**src/rtl/mfm_pkg.sv**
```systemverilog
package mfm_pkg;
  typedef enum logic [2:0] {
    S_PRE, S_ST, S_OP, S_PAD, S_DAD, S_TA, S_DAT
  } mfm_state_e;

  localparam int PRE_LEN = 32;

  localparam logic [1:0] OP_ADDR = 2'b00;
  localparam logic [1:0] OP_RINC = 2'b10;
endpackage

```
**src/rtl/mfm_sync_edge.sv**
```systemverilog
module mfm_sync_edge #(
  parameter int STAGES = 2
) (
  input  logic clk,
  input  logic rst_n,
  input  logic mdc_in,
  input  logic mdio_in,
  output logic rst_sn,
  output logic bit_stb,
  output logic bit_val
);
  logic [1:0]      rst_pipe;
  logic [STAGES:0] mdc_sh;
  logic [STAGES-1:0] mdio_sh;

  always_ff @(posedge clk or negedge rst_n) begin
    if (!rst_n) rst_pipe <= '0;
    else        rst_pipe <= {rst_pipe[0], 1'b1};
  end
  assign rst_sn = rst_pipe[1];

  always_ff @(posedge clk or negedge rst_sn) begin
    if (!rst_sn) begin
      mdc_sh  <= '0;
      mdio_sh <= '0;
    end else begin
      mdc_sh  <= {mdc_sh[STAGES-1:0], mdc_in};
      mdio_sh <= {mdio_sh[STAGES-2:0], mdio_in};
    end
  end

  assign bit_stb = mdc_sh[STAGES-1] & ~mdc_sh[STAGES];
  assign bit_val = mdio_sh[STAGES-1];

  assert_edge_gap_R1: assert property (@(posedge clk) disable iff (!rst_sn)
    bit_stb |=> !bit_stb);
endmodule

```
**src/rtl/mfm_addr_track.sv**
```systemverilog
module mfm_addr_track
  import mfm_pkg::*;
#(
  parameter int DATA_W = 16
) (
  input  logic              clk,
  input  logic              rst_n,
  input  logic              upd_stb,
  input  logic              upd_c45,
  input  logic [1:0]        upd_op,
  input  logic [DATA_W-1:0] upd_data,
  output logic [DATA_W-1:0] addr,
  output logic              known
);
  logic [DATA_W-1:0] addr_q, addr_d;
  logic              known_q, known_d;

  always_comb begin
    addr_d  = addr_q;
    known_d = known_q;
    if (upd_stb && upd_c45) begin
      if (upd_op == OP_ADDR) begin
        addr_d  = upd_data;
        known_d = 1'b1;
      end else if (upd_op == OP_RINC && known_q) begin
        addr_d = addr_q + 1'b1;
      end
    end
  end

  always_ff @(posedge clk or negedge rst_n) begin
    if (!rst_n) begin
      addr_q  <= '0;
      known_q <= 1'b0;
    end else if (upd_stb) begin
      addr_q  <= addr_d;
      known_q <= known_d;
    end
  end

  assign addr  = addr_q;
  assign known = known_q;

  assert_known_sticky_R10: assert property (@(posedge clk) disable iff (!rst_n)
    known |=> known);
  assert_post_inc_R10: assert property (@(posedge clk) disable iff (!rst_n)
    (upd_stb && upd_c45 && upd_op == OP_RINC && known) |=> addr == $past(addr) + 1'b1);
  assert_addr_load_R9: assert property (@(posedge clk) disable iff (!rst_n)
    (upd_stb && upd_c45 && upd_op == OP_ADDR) |=> (known && addr == $past(upd_data)));
endmodule

```
**src/rtl/mfm_frame_fsm.sv**
```systemverilog
module mfm_frame_fsm
  import mfm_pkg::*;
#(
  parameter int ADDR_W = 5,
  parameter int DATA_W = 16,
  parameter int CNT_W  = 16
) (
  input  logic              clk,
  input  logic              rst_n,
  input  logic              bit_stb,
  input  logic              bit_val,
  input  logic [DATA_W-1:0] trk_addr,
  input  logic              trk_known,
  output logic              done_stb,
  output logic              done_c45,
  output logic [1:0]        done_op,
  output logic [DATA_W-1:0] done_data,
  output logic              rec_valid,
  output logic              rec_c45,
  output logic              rec_read,
  output logic [ADDR_W-1:0] rec_port,
  output logic [ADDR_W-1:0] rec_dev,
  output logic [DATA_W-1:0] rec_data,
  output logic [DATA_W-1:0] rec_addr,
  output logic              rec_addr_known,
  output logic              rec_op_err,
  output logic [1:0]        rec_ta_err,
  output logic              err_short_pre,
  output logic              err_illegal,
  output logic              idle_valid,
  output logic [CNT_W-1:0]  idle_len
);
  localparam int CW = $clog2(DATA_W);
  localparam logic [CW-1:0]    LAST_A = CW'(ADDR_W - 1);
  localparam logic [CW-1:0]    LAST_D = CW'(DATA_W - 1);
  localparam logic [CNT_W-1:0] PRE_C  = CNT_W'(PRE_LEN);

  mfm_state_e        state_q, state_d;
  logic [CNT_W-1:0]  ones_q, ones_d;
  logic              ill_q, ill_d;
  logic [CW-1:0]     cnt_q, cnt_d;
  logic              c45_q, c45_d;
  logic [1:0]        op_q, op_d;
  logic [ADDR_W-1:0] port_q, port_d, dev_q, dev_d;
  logic [1:0]        ta_q, ta_d;
  logic [DATA_W-1:0] data_q, data_d;
  logic              short_d, illerr_d, idle_d, emit;
  logic [CNT_W-1:0]  idle_len_d;

  always_comb begin
    state_d    = state_q;
    ones_d     = ones_q;
    ill_d      = ill_q;
    cnt_d      = cnt_q;
    c45_d      = c45_q;
    op_d       = op_q;
    port_d     = port_q;
    dev_d      = dev_q;
    ta_d       = ta_q;
    data_d     = data_q;
    short_d    = 1'b0;
    illerr_d   = 1'b0;
    idle_d     = 1'b0;
    idle_len_d = idle_len;
    done_stb   = 1'b0;
    if (bit_stb) begin
      unique case (state_q)
        S_PRE: begin
          if (ill_q) begin
            if (bit_val) begin
              ill_d    = 1'b0;
              illerr_d = 1'b1;
              ones_d   = CNT_W'(1);
            end
          end else if (bit_val) begin
            if (ones_q != '1) ones_d = ones_q + 1'b1;
          end else if (ones_q == '0) begin
            ill_d = 1'b1;
          end else begin
            short_d = (ones_q < PRE_C);
            if (ones_q > PRE_C) begin
              idle_d     = 1'b1;
              idle_len_d = ones_q - PRE_C;
            end
            state_d = S_ST;
          end
        end
        S_ST: begin
          c45_d   = ~bit_val;
          cnt_d   = '0;
          state_d = S_OP;
        end
        S_OP: begin
          op_d = {op_q[0], bit_val};
          if (cnt_q == CW'(1)) begin
            cnt_d   = '0;
            state_d = S_PAD;
          end else cnt_d = cnt_q + 1'b1;
        end
        S_PAD: begin
          port_d = {port_q[ADDR_W-2:0], bit_val};
          if (cnt_q == LAST_A) begin
            cnt_d   = '0;
            state_d = S_DAD;
          end else cnt_d = cnt_q + 1'b1;
        end
        S_DAD: begin
          dev_d = {dev_q[ADDR_W-2:0], bit_val};
          if (cnt_q == LAST_A) begin
            cnt_d   = '0;
            ta_d    = '0;
            state_d = S_TA;
          end else cnt_d = cnt_q + 1'b1;
        end
        S_TA: begin
          if (cnt_q == '0) begin
            ta_d[0] = ~op_q[1] & ~bit_val;
            cnt_d   = CW'(1);
          end else begin
            ta_d[1] = bit_val;
            cnt_d   = '0;
            state_d = S_DAT;
          end
        end
        S_DAT: begin
          data_d = {data_q[DATA_W-2:0], bit_val};
          if (cnt_q == LAST_D) begin
            done_stb = 1'b1;
            ones_d   = '0;
            ill_d    = 1'b0;
            state_d  = S_PRE;
          end else cnt_d = cnt_q + 1'b1;
        end
        default: state_d = S_PRE;
      endcase
    end
  end

  assign emit      = done_stb && !(c45_q && op_q == OP_ADDR);
  assign done_c45  = c45_q;
  assign done_op   = op_q;
  assign done_data = data_d;

  always_ff @(posedge clk or negedge rst_n) begin
    if (!rst_n) begin
      state_q <= S_PRE;
      ones_q  <= '0;
      ill_q   <= 1'b0;
      cnt_q   <= '0;
      c45_q   <= 1'b0;
      op_q    <= '0;
      port_q  <= '0;
      dev_q   <= '0;
      ta_q    <= '0;
      data_q  <= '0;
    end else if (bit_stb) begin
      state_q <= state_d;
      ones_q  <= ones_d;
      ill_q   <= ill_d;
      cnt_q   <= cnt_d;
      c45_q   <= c45_d;
      op_q    <= op_d;
      port_q  <= port_d;
      dev_q   <= dev_d;
      ta_q    <= ta_d;
      data_q  <= data_d;
    end
  end

  always_ff @(posedge clk or negedge rst_n) begin
    if (!rst_n) begin
      rec_valid     <= 1'b0;
      err_short_pre <= 1'b0;
      err_illegal   <= 1'b0;
      idle_valid    <= 1'b0;
      idle_len      <= '0;
    end else begin
      rec_valid     <= emit;
      err_short_pre <= short_d;
      err_illegal   <= illerr_d;
      idle_valid    <= idle_d;
      idle_len      <= idle_len_d;
    end
  end

  always_ff @(posedge clk or negedge rst_n) begin
    if (!rst_n) begin
      rec_c45        <= 1'b0;
      rec_read       <= 1'b0;
      rec_port       <= '0;
      rec_dev        <= '0;
      rec_data       <= '0;
      rec_addr       <= '0;
      rec_addr_known <= 1'b0;
      rec_op_err     <= 1'b0;
      rec_ta_err     <= '0;
    end else if (emit) begin
      rec_c45        <= c45_q;
      rec_read       <= op_q[1];
      rec_port       <= port_q;
      rec_dev        <= dev_q;
      rec_data       <= data_d;
      rec_addr       <= c45_q ? trk_addr : '0;
      rec_addr_known <= c45_q & trk_known;
      rec_op_err     <= ~c45_q & (op_q[1] == op_q[0]);
      rec_ta_err     <= ta_q;
    end
  end

  assert_rec_pulse_R11: assert property (@(posedge clk) disable iff (!rst_n)
    rec_valid |=> !rec_valid);
  assert_short_not_idle_R3: assert property (@(posedge clk) disable iff (!rst_n)
    !(err_short_pre && idle_valid));
  assert_ill_pulse_R4: assert property (@(posedge clk) disable iff (!rst_n)
    err_illegal |=> !err_illegal);
  assert_idle_positive_R3: assert property (@(posedge clk) disable iff (!rst_n)
    idle_valid |-> idle_len != '0);
endmodule

```
**src/rtl/mgmt_frame_monitor.sv**
```systemverilog
module mgmt_frame_monitor #(
  parameter int ADDR_W = 5,
  parameter int DATA_W = 16,
  parameter int CNT_W  = 16,
  parameter int STAGES = 2
) (
  input  logic              clk,
  input  logic              rst_n,
  input  logic              mdc_in,
  input  logic              mdio_in,
  output logic              rec_valid,
  output logic              rec_c45,
  output logic              rec_read,
  output logic [ADDR_W-1:0] rec_port,
  output logic [ADDR_W-1:0] rec_dev,
  output logic [DATA_W-1:0] rec_data,
  output logic [DATA_W-1:0] rec_addr,
  output logic              rec_addr_known,
  output logic              rec_op_err,
  output logic [1:0]        rec_ta_err,
  output logic              err_short_pre,
  output logic              err_illegal,
  output logic              idle_valid,
  output logic [CNT_W-1:0]  idle_len
);
  logic              rst_sn, bit_stb, bit_val;
  logic              done_stb, done_c45;
  logic [1:0]        done_op;
  logic [DATA_W-1:0] done_data, trk_addr;
  logic              trk_known;

  mfm_sync_edge #(.STAGES(STAGES)) u_sync (
    .clk(clk), .rst_n(rst_n), .mdc_in(mdc_in), .mdio_in(mdio_in),
    .rst_sn(rst_sn), .bit_stb(bit_stb), .bit_val(bit_val)
  );

  mfm_addr_track #(.DATA_W(DATA_W)) u_track (
    .clk(clk), .rst_n(rst_sn), .upd_stb(done_stb), .upd_c45(done_c45),
    .upd_op(done_op), .upd_data(done_data), .addr(trk_addr), .known(trk_known)
  );

  mfm_frame_fsm #(.ADDR_W(ADDR_W), .DATA_W(DATA_W), .CNT_W(CNT_W)) u_fsm (
    .clk(clk), .rst_n(rst_sn), .bit_stb(bit_stb), .bit_val(bit_val),
    .trk_addr(trk_addr), .trk_known(trk_known),
    .done_stb(done_stb), .done_c45(done_c45), .done_op(done_op), .done_data(done_data),
    .rec_valid(rec_valid), .rec_c45(rec_c45), .rec_read(rec_read),
    .rec_port(rec_port), .rec_dev(rec_dev), .rec_data(rec_data),
    .rec_addr(rec_addr), .rec_addr_known(rec_addr_known),
    .rec_op_err(rec_op_err), .rec_ta_err(rec_ta_err),
    .err_short_pre(err_short_pre), .err_illegal(err_illegal),
    .idle_valid(idle_valid), .idle_len(idle_len)
  );
endmodule

```
**config.mk**
```make
export PLATFORM = sky130hd
export DESIGN_NAME = mgmt_frame_monitor
export DESIGN_NICKNAME = d
export VERILOG_FILES = /design/src/rtl/mfm_pkg.sv /design/src/rtl/mfm_sync_edge.sv /design/src/rtl/mfm_addr_track.sv /design/src/rtl/mfm_frame_fsm.sv /design/src/rtl/mgmt_frame_monitor.sv
export SDC_FILE = /design/constraint.sdc
export NUM_CORES = 1
export LEC_CHECK = 0
export BUFFER_PORTS_ARGS = -buffer_cell sky130_fd_sc_hd__buf_2
export CORE_ASPECT_RATIO = 2
export CORE_UTILIZATION = 63
export DETAILED_ROUTE_END_ITERATION = 12
export PLACE_DENSITY = 0.95
export SETUP_SLACK_MARGIN = 0.15
export SYNTH_ARGS = -nofsm -noshare
export SYNTH_HDL_FRONTEND = slang
export SYNTH_SLANG_ARGS = --single-unit
```
**constraint.sdc**
```tcl
create_clock -name clk -period 14.1 [get_ports clk]
set_input_delay 1.41 -clock clk [delete_from_list [all_inputs] [get_ports clk]]
set_output_delay 1.41 -clock clk [all_outputs]
set_load 0.05 [all_outputs]
```
Yosys cells after proc, flatten, opt, wreduce, memory -nomap -nowiden
Cells that the tools add are included.
{"block": "classes", "n_reduce_logical": 27, "eq_ne": 24, "magnitude_cmp": 2, "n_bitwise": 10, "muxes": 53, "add_sub_neg": 4}
{"operator": "$mux 16", "count": 10}
{"operator": "$add 16x1->16 const B", "count": 2}
{"operator": "$pmux 16 s2", "count": 1}
{"operator": "$mux 1", "count": 26}
{"operator": "$mux 3", "count": 8}
{"operator": "$pmux 3 s7", "count": 1}
{"operator": "$pmux 4 s5", "count": 1}
{"operator": "$gt 16x6->1 const B", "count": 1}
{"operator": "$logic_not 16->1", "count": 1}
{"operator": "$lt 16x6->1 const B", "count": 1}
{"operator": "$ne 16x16->1 const B", "count": 1}
{"operator": "$sub 16x6->16 const B", "count": 1}
{"operator": "$mux 4", "count": 3}
{"operator": "$ne 2x2->1 const B", "count": 6}
{"operator": "$reduce_and 3->1", "count": 4}
{"operator": "$ne 2x1->1 const B", "count": 5}
{"operator": "$eq 3x3->1 const B", "count": 3}
{"operator": "$reduce_and 9->1", "count": 1}
{"operator": "$reduce_and 2->1", "count": 4}
{"operator": "$reduce_and 4->1", "count": 2}
{"operator": "$eq 3x2->1 const B", "count": 2}
{"operator": "$not 1->1", "count": 6}
{"operator": "$reduce_and 6->1", "count": 1}
{"operator": "$reduce_bool 2->1", "count": 3}
{"operator": "20 further kinds", "count": 26}
{"block": "word_totals", "reg_bits": 147, "inputBits": 4}

Logic depth before layout (Yosys ltp)
Gate-level depths: netlist of run 1.
{"block": "depth", "word_depth": 7, "mapped_depth": 9, "depth_no_buf": 7}

By module
Synthesis of run 1 repeated with hierarchy kept, for this count alone.
{"block": "unflattened", "hier_cells": 687, "hier_area_um2": 7153.1}
{"mod": "mfm_frame_fsm", "instances": 1, "area_each_um2": 5886.9, "cells_per_inst": 549}
{"mod": "mfm_addr_track", "instances": 1, "area_each_um2": 1073.5, "cells_per_inst": 129}
{"mod": "mfm_sync_edge", "instances": 1, "area_each_um2": 192.7, "cells_per_inst": 9}

Least setup slack after synthesis of run 1
No wires, ideal clock.
{"block": "synth_timing", "path_type": "reg-to-reg", "startpoint": "reg u_fsm.ones_q[0]", "endpoint": "reg u_fsm.idle_len[2]", "required_ps": 13972, "path_buffers": 1, "slack_ps": 11940, "path_stages_with_launch": 8, "arrival_ps": 2032, "cell_sequence": "dfrtp_1 -> inv_1 -> ha_1 -> or4b_1 -> a211o_1 -> o2111ai_2 -> buf_4 -> mux2_1"}
{"block": "synth_via", "elab_chain_cells": 3}
{"element": "start, declared", "line": "mfm_frame_fsm.sv:39", "rtl": "logic [CNT_W-1:0] ones_q, ones_d;"}
{"element": "start signal, assigned", "line": "mfm_frame_fsm.sv:158", "rtl": "ones_q <= ones_d;"}
{"element": "branches (longest 3 deep; another with $gt 16x6->1)"}
{"element": "end signal, assigned", "line": "mfm_frame_fsm.sv:182", "rtl": "idle_len <= idle_len_d;"}
{"element": "end, declared", "line": "mfm_frame_fsm.sv:31", "rtl": "output logic [CNT_W-1:0] idle_len"}
Several ways; the timed one is not identified.
A chain may end at the register's enable or synchronous reset.

Worst setup path in the final report of run 1
{"block": "layout_timing", "startpoint": "reg u_fsm.op_q[1] (netlist: u_fsm.done_op[1])", "endpoint": "reg u_fsm.rec_data[4]"}
{"block": "layout_via", "elab_chain_cells": 4}
{"element": "start, declared", "line": "mfm_frame_fsm.sv:43", "rtl": "logic [1:0] op_q, op_d;"}
{"element": "start signal, assigned", "line": "mfm_frame_fsm.sv:162", "rtl": "op_q <= op_d;"}
{"element": "$logic_not 2->1", "line": "mfm_frame_fsm.sv:139", "rtl": "assign emit = done_stb && !(c45_q && op_q == OP_ADDR);"}
{"element": "$logic_and 1x1->1", "line": "mfm_frame_fsm.sv:139"}
{"element": "$logic_not 1->1", "line": "mfm_frame_fsm.sv:139"}
{"element": "$logic_and 1x1->1", "line": "mfm_frame_fsm.sv:139"}
{"element": "end signal, assigned", "line": "mfm_frame_fsm.sv:202", "rtl": "rec_data <= data_d;"}
{"element": "end, declared", "line": "mfm_frame_fsm.sv:23", "rtl": "output logic [DATA_W-1:0] rec_data,"}
Every way passes these cells.

==> summary.md, run 1 <==
| Metric | Value |
|---|---|
| Status | completed |
| RePlAce Congestion | 0.916 |
| Multi-input logic area | 2860 um^2 |
| Skew-Pair Late Insertion Delay | 0.42 ns |
| Fin. Hold Viols | 0 |
| Placed inst area | just over 7000 um^2 |
| Critical path type | reg -> reg |
| Area delta synth->final | 14.6% |
| Crit share post-route | 23.0% |
| H-tree depth | 4 |
| WHS Endpoint | u_sync.rst_pipe[1] |
| RR Endpoint | u_fsm.rec_data[4] |
| FFs w/ async S/R, synth | 100% |
| Flops & latches, synth | approximately 150 |
| Nets | slightly above 700 |
| Ports | 72 |
| Slew Limit Fails | 0 |
| Reg-to-Reg Start | u_fsm.done_op[1] |
| Synthesized cell area | 6820 um^2 |
| Post-cts gate resize count | 0 |
| Share of cells above drive strength 1 | 23.1% |
| RSZ-0062 raised after global routing | no |
| Gr ovfl total | 0 |
| Deepest clock path buffer count | 2 |
| Largest net degree at the start of global routing | a little under 90 |
| Final Critical Period | 3.24 ns |
| Hold_sp | u_sync.rst_pipe[0] |
| Reg2reg setup slack | 10.86 ns |
| Pre-antenna DRT Iters | 5 |
| Die height | 149 um |
| Initial Util | ~65% |
| Post-route DRC | 0 |
| Crit end category | flop |
| Post-synthesis mux area share | 8.62% |
| Vias | 5327 |
| Wirelength, routed | about 16000 um |
| Syn Area/Cell | roughly 11 um^2 |
| Clk_skew | 0.00609 ns |
| Max transition margin | 23.3% |
| Synth Area in Compound Gates | a little over an eighth |
| Syn Inst Count | 646 |
| Cell accounting for the most synthesized area | dfrtp_1 |
| Pwr/cell area | between 150 and 200 nW/um^2 |
| Num CTS Buffers | 17 |
| Core Area | about 11000 um^2 |
| Endpoints failing setup | 0 |
| Seq. cell area | 3680 um^2 |
| Max_cap viols | 0 |
| Initial antenna violation count | 0 |
| Clock root cell | clkbuf_16 |
| # hold bufs at CTS | 0 |
| Post-DP HPWL | 10600 um |
| Num rows | 53 |
| DIE AREA | roughly 11000 um^2 |
| Routed WL per cell | 18.9 um |
| Hold slack | approximately 0.35 ns |
| Clock transition at path regs | 0.06 ns |
| Largest family of logic cells by synthesized area | simple AND/OR/NAND/NOR gates |
| Simple-gate share of the synthesized area | 16.7% |
| Critical path arrival | 3.54 ns |
| Final setup TNS | 0 ns |
| Min-Delay Path Class | reg -> reg |
| F_max | 309 MHz |
| Cell with the most instances after synthesis | dfrtp_1 |
| Design area | 7820 um^2 |
| CP startpoint kind | flop |
| Worst vdd ir | 114 uV |
| Die W | 75.6 um |
| Static Leakage | 3.91 nW |
| CP required | 14.41 ns |
| Hold Crit Depth | 0 |
| Synth top area cells | dfrtp_1 (54%), mux2_2 (7.1%), nand2_1 (4.7%), o21ai_0 (4.7%), ha_1 (1.8%) |
| Tightest Pin Transition | 1.15 ns |
| Synth Area in Adders | approximately 1.8% |
| TritonCTS Sinks | 147 |
| First-pass GRT wire length | between 20000 and 30000 um |
| Synth Warn # | 0 |
| Vias in the first global route | 5380 |
| Antenna-violating nets left | 0 |
| EDFF count, synth | 0 |
| Ant. Diodes | 0 |
| Synth top area share | 53.9% |
| Vias per inst | 6.29 |
| Net count after synthesis | 660 |
| Total GRT Usage | about a third |
| Iter 0 DRT Violations | 511 |
| Fillers | 681 |
| Xor-xnor portion of the synthesized cell area | 1.16% |
| Sequential element share of the synthesized area | 53.9% |
| I/O Buffers | 71 |
| Worst r2r path cells | 6 |
| CP max FO | 44 |
| CTS tree | yes |
| Main synth FF type | dfrtp_1 |
| Post-CTS setup buffer count | 0 |
| Synth cell count leaders | dfrtp_1 (147), nand2_1 (86), o21ai_0 (64) |
| Synth unique cells | 66 |
-- flip-flops by register name, indices dropped and copies added (netlist names), 2 cells and up --
name              flops
u_fsm.rec_port        5
u_fsm.cnt_q           4
u_fsm.state_q         3
u_fsm.idle_len       16
u_sync.rst_pipe       2
u_track.addr         16
u_fsm.rec_ta_err      2
u_fsm.data_q         16
u_fsm.rec_data       16
u_fsm.ones_q         16
u_fsm.rec_dev         5
u_fsm.done_op         2
u_sync.mdio_sh        2
u_fsm.port_q          5
u_fsm.ta_q            2
u_fsm.dev_q           5
u_sync.mdc_sh         3
u_fsm.rec_addr       16
-- placed cells by master (no fill, tap or decap), types with 5 or more instances in the layout --
cell type	count
a21o_1	6
a21oi_1	11
a221o_1	5
a31oi_1	6
and3_1	14
buf_2	71
buf_4	5
clkbuf_16	17
dfrtp_1	146
ha_1	10
inv_1	24
mux2_2	43
mux2i_1	7
nand2_1	85
nand2b_1	5
nand3_1	14
nand4_1	9
nor2_1	27
nor2b_1	5
nor3_1	10
nor4_1	8
nor4b_1	5
o21ai_0	64
o22a_1	9
o31ai_1	10
xnor2_1	5
-- metal layers --
metal | global-route usage [%] | share of wire, % | up-vias
met1 | 35.4 | 36 | 2640
li1 | - | - | 2400
met3 | 7.09 | 5.0 | 56
met4 | 19.2 | 3.9 | 0
met2 | 54.3 | 55 | 231
met5 | 0 | 0 | -
-- critical path, cell delays in order (launching register included) --
cell,delay [ns]
dfrtp_1,0.42
inv_1,0.09
ha_1,0.92
nand2_1,0.26
nand2_2,0.55
buf_4,0.47
mux2_2,0.39
-- metrics by stage --
step / setup WS (ns) / power (mW) / util (%) / std cells
global placement: 11.08 / 0.688 / 68.2 / 815
CTS: 10.90 / 1.18 / 74.2 / 847
finish: 10.86 / 1.18 / 74.2 / 847
floorplan: 9.70 / 0.651 / - / 646
global route: 10.62 / 1.23 / 74.2 / 847
detailed placement: 10.94 / 0.699 / 68.2 / 815
-- power by group --
part | internal (mW) | switching, mW | total [mW]
clock | 0.301 | 0.176 | 0.477
combinational | 0.0771 | 0.124 | 0.201
sequential | 0.447 | 0.0574 | 0.504
total | 0.825 | 0.357 | 1.18
-- cell type report --
class                           count  area share [%]
Timing Repair Buffer               76            5.02
Multi-Input combinational cell    431            36.5
Sequential cell                   147            47.1
Clock buffer                       20            5.71
Inverter                           24            1.15
Clock inverter                     12            2.30
Tap cell                          137            2.19
-- kinds of logic after synthesis --
family                   count (synthesis)
AO/OA/AOI/OAI                          142
XOR/XNOR                                 9
adder cells (fa/ha/maj)                 10
buffers and inverters                   68
flip-flops                             147
multiplexers                            53
other                                    1
AND/OR/NAND/NOR                        216
-- worst max path at each step --
stage / endpoint / cells after the start / start / slack [ns]
after floorplan: u_fsm.cnt_q[0] / 0 / u_sync.rst_pipe[1] / 9.70
after global placement: u_fsm.rec_data[2] / 6 / u_fsm.done_op[1] / 11.08
after detailed placement: u_fsm.rec_data[4] / 6 / u_fsm.done_op[1] / 10.94
after CTS: u_fsm.rec_data[4] / 6 / u_fsm.done_op[1] / 10.90
after global routing: u_fsm.rec_data[2] / 6 / u_fsm.done_op[0] / 10.62
final: u_fsm.rec_data[4] / 6 / u_fsm.done_op[1] / 10.86
Power figures use the tool's default switching activity.
==> run 2: changes to the inputs <==
--- a/config.mk
+++ b/config.mk
@@ -7,9 +7,9 @@
 export LEC_CHECK = 0
 export BUFFER_PORTS_ARGS = -buffer_cell sky130_fd_sc_hd__buf_2
 export CORE_ASPECT_RATIO = 2
-export CORE_UTILIZATION = 63
+export CORE_UTILIZATION = 53
 export DETAILED_ROUTE_END_ITERATION = 12
-export PLACE_DENSITY = 0.95
+export PLACE_DENSITY = 0.87
 export SETUP_SLACK_MARGIN = 0.15
 export SYNTH_ARGS = -nofsm -noshare
 export SYNTH_HDL_FRONTEND = slang
==> constraint.sdc (replaced) <==
create_clock -name clk -period 2.85 [get_ports clk]
set_input_delay 0.285 -clock clk [delete_from_list [all_inputs] [get_ports clk]]
set_output_delay 0.285 -clock clk [all_outputs]
set_load 0.05 [all_outputs]
==> run 2 against run 1 <==
- hold slack got worse by 0.17 ns
- die area rose by 18%
- critical path depth rose by 1
- sequential cell count did not move
- first-iteration DRC count fell by 41%
- via count fell by 1.0%
- sequential share of layout area fell by 0.81 points
- sequential power rose to 4.7 times the previous value
- critical endpoint is now u_track.addr[8]
- largest cell class unchanged
- highest routed layer unchanged
==> summary.md, run 2 (same netlist as run 1, synthesis figures left out) <==
| Metric | Value |
|---|---|
| Ant. Diodes | 0 (unchanged) |
| CP max-delay cell | nand3_1 (was ha_1) |
| Dpl ws | 0.430 ns (was 10.94 ns) |
| Share of cells above drive strength 1 | 24.3% (was 23.1%) |
| Reg2reg setup slack | 0.39 ns (was 10.86 ns) |
| Num rows | 58 (was 53) |
| Worst r2r path cells | 7 (was 6) |
| Combinational power share | 19.3% (was 17.0%) |
| Num CTS Buffers | 17 (unchanged) |
| Switch Pwr | 1.72 mW (was 0.357 mW) |
| Tightest Pin Transition | 0.623 ns (was 1.15 ns) |
| H-tree depth | 4 (unchanged) |
| Internal power | 4.10 mW (was 0.825 mW) |
| Pwr/cell area | 731 nW/um^2 (was 151 nW/um^2) |
| DIE AREA | 13400 um^2 (was 11300 um^2) |
| Total GRT Usage | 24.8% (was 32.0%) |
| Critical path arrival | 2.81 ns (was 3.54 ns) |
| RR Endpoint | u_track.addr[8] (was u_fsm.rec_data[4]) |
| Initial antenna violation count | 0 (unchanged) |
| Design area | 7960 um^2 (was 7820 um^2) |
| CP max stage delay | 0.46 ns (was 0.92 ns) |
| Critical path depth | 7 (was 6) |
| Clock root cell | clkbuf_16 (unchanged) |
| Routed WL per cell | 17.3 um (was 18.9 um) |
| TritonCTS Sinks | 147 (unchanged) |
| Reg-to-Reg Start | u_fsm.cnt_q[0] (was u_fsm.done_op[1]) |
| Wirelength, routed | 15100 um (was 16000 um) |
| Clock network power share | 40.0% (was 40.4%) |
| F_max | 407 MHz (was 309 MHz) |
| Crit end category | flop (unchanged) |
| Pre-antenna DRT Iters | 5 (unchanged) |
| Initial Util | 54.3% (was 64.7%) |
| Nets | 724 (was 711) |
| Switching Share | 29.5% (was 30.2%) |
| Critical path's most frequent cell | and3_1 |
| Clock transition at path regs | 0.06 ns (about the same) |
| Worst setup margin | 0.392 ns (was 10.86 ns) |
| Critical path type | reg -> reg (unchanged) |
| Slew Limit Fails | 0 (unchanged) |
| I/O Buffers | 71 (unchanged) |
| Crit share post-route | 86.2% (was 23.0%) |
| Die W | 82.2 um (was 75.6 um) |
| Fillers | 959 (was 681) |
| Antenna-violating nets left | 0 (unchanged) |
| Vias in the first global route | 5362 (was 5380) |
| Static Leakage | 3.97 nW (was 3.91 nW) |
| Min-Delay Path Class | in -> async (was reg -> reg) |
| Max_cap viols | 0 (unchanged) |
| Status | completed (unchanged) |
| Clk_skew | 0.00804 ns (was 0.00609 ns) |
| Commonest non-fill, non-tap cell in the layout | dfrtp_1 (unchanged) |
| Area delta synth->final | 16.6% (was 14.6%) |
| Largest net degree at the start of global routing | 62 (was 88) |
| RePlAce Congestion | 0.898 (was 0.916) |
| Endpoints failing setup | 0 (unchanged) |
| Vias | 5272 (was 5327) |
| Reg power frac | 40.7% (was 42.7%) |
| Final Critical Period | 2.46 ns (was 3.24 ns) |
| Fin. Hold Viols | 0 (unchanged) |
| RSZ-0062 raised after global routing | no (unchanged) |
| CP required | 3.20 ns (was 14.41 ns) |
| Max transition margin | 57.9% (was 23.3%) |
| First-pass GRT wire length | 25400 um (was 26400 um) |
| Iter 0 DRT Violations | 300 (was 511) |
| Ports | 72 (unchanged) |
| Vias per inst | 6.04 (was 6.29) |
| Worst vdd ir | 651 uV (was 114 uV) |
| Post-CTS setup buffer count | 0 (unchanged) |
| Cells along the critical path | ha_1 -> and3_1 -> and3_1 -> nand3_1 -> buf_4 -> nor4b_1 -> a221o_1 (was inv_1 -> ha_1 -> nand2_1 -> nand2_2 -> buf_4 -> mux2_2) |
| Final setup TNS | 0 ns (unchanged) |
| CP max FO | 15 (was 44) |
| Post-route DRC | 0 (unchanged) |
| Most frequent cells in the layout | dfrtp_1 (146), nand2_1 (85), buf_2 (71) (unchanged) |
| CP startpoint kind | flop (unchanged) |
| Gr ovfl total | 0 (unchanged) |
| Skew-Pair Late Insertion Delay | 0.42 ns (about the same) |
| Crit path buffers/inverters | 1 (was 2) |
| CTS tree | yes (unchanged) |
| Post-DP HPWL | 10800 um (was 10600 um) |
| Die height | 162 um (was 149 um) |
| CP top delay family | simple AND/OR/NAND/NOR gates (was adder cells) |
| Placed inst area | 7300 um^2 (was 7190 um^2) |
| Deepest clock path buffer count | 2 (unchanged) |
| Core Area | 12600 um^2 (was 10500 um^2) |
[run 2: cell count changes in the layout (fill, tap and decap cells not counted), sizes merged]
cell / change
clkinvlp: +3
bufinv: -1
clkinv: -3
dlygate4sd3: +3
clkbuf: +1
buf: +10
[run 2: cell type report]
class / count / area (um^2) / share of cell area, %
sequential: 147 / 3680 / 46.3
multi-input combinational: 431 / 2860 / 35.9
timing repair buffer: 89 / 510 / 6.42
clock buffer: 21 / 480 / 6.04
tap: 150 / 188 / 2.36
clock inverter: 11 / 150 / 1.89
inverter: 24 / 90.1 / 1.13
[run 2: stage by stage]
step	std cells	util, %	power, mW	hold slack (ns)
final	873	63.4	5.82	0.181
after global routing	873	63.4	6.08	0.212
after CTS	873	63.4	5.83	0.180
after detailed placement	838	58.1	3.50	0.0771
after global placement	838	58.1	3.42	0.0799
after floorplan	646	-	3.22	-0.0106
[run 2: power groups by stage]
stage | Sequential [mW] | Combinational, mW | Clock, mW
2_1_floorplan | 2.38 | 0.843 | 0
3_3_place_gp | 2.39 | 1.03 | 0
3_5_place_dp | 2.41 | 1.09 | 0
4_1_cts | 2.37 | 1.11 | 2.35
5_1_grt | 2.39 | 1.24 | 2.44
6_report | 2.37 | 1.12 | 2.33
[run 2: what timing repair did]
item,4_1_cts,5_1_grt
hold buffers,3,0
gates resized for setup,0,0
endpoints found under the hold margin,4,0
[run 2: routing by layer]
metal	wire length, um	GRT usage [%]	part of all wire [%]	vias up
met4	446	12.2	2.9	0
li1	-	-	-	2434
met2	8180	41.8	54	171
met3	640	6.11	4.2	37
met1	5860	28.5	39	2630
met5	0	0	0	-
[run 2: worst max-delay path by stage]
stage                         to               start
2_1_floorplan     u_fsm.cnt_q[0]  u_sync.rst_pipe[1]
3_5_place_dp    u_track.addr[11]      u_fsm.cnt_q[0]
4_1_cts        u_fsm.idle_len[4]     u_fsm.ones_q[0]
3_3_place_gp   u_fsm.idle_len[2]     u_fsm.ones_q[0]
6_report         u_track.addr[8]      u_fsm.cnt_q[0]
5_1_grt          u_track.addr[8]      u_fsm.cnt_q[0]
[run 2: worst register-to-register path, cell delays in order, from the launching register on]
cell,delay [ns]
dfrtp_1,0.45
ha_1,0.20
and3_1,0.24
and3_1,0.29
nand3_1,0.46
buf_4,0.36
nor4b_1,0.25
a221o_1,0.15
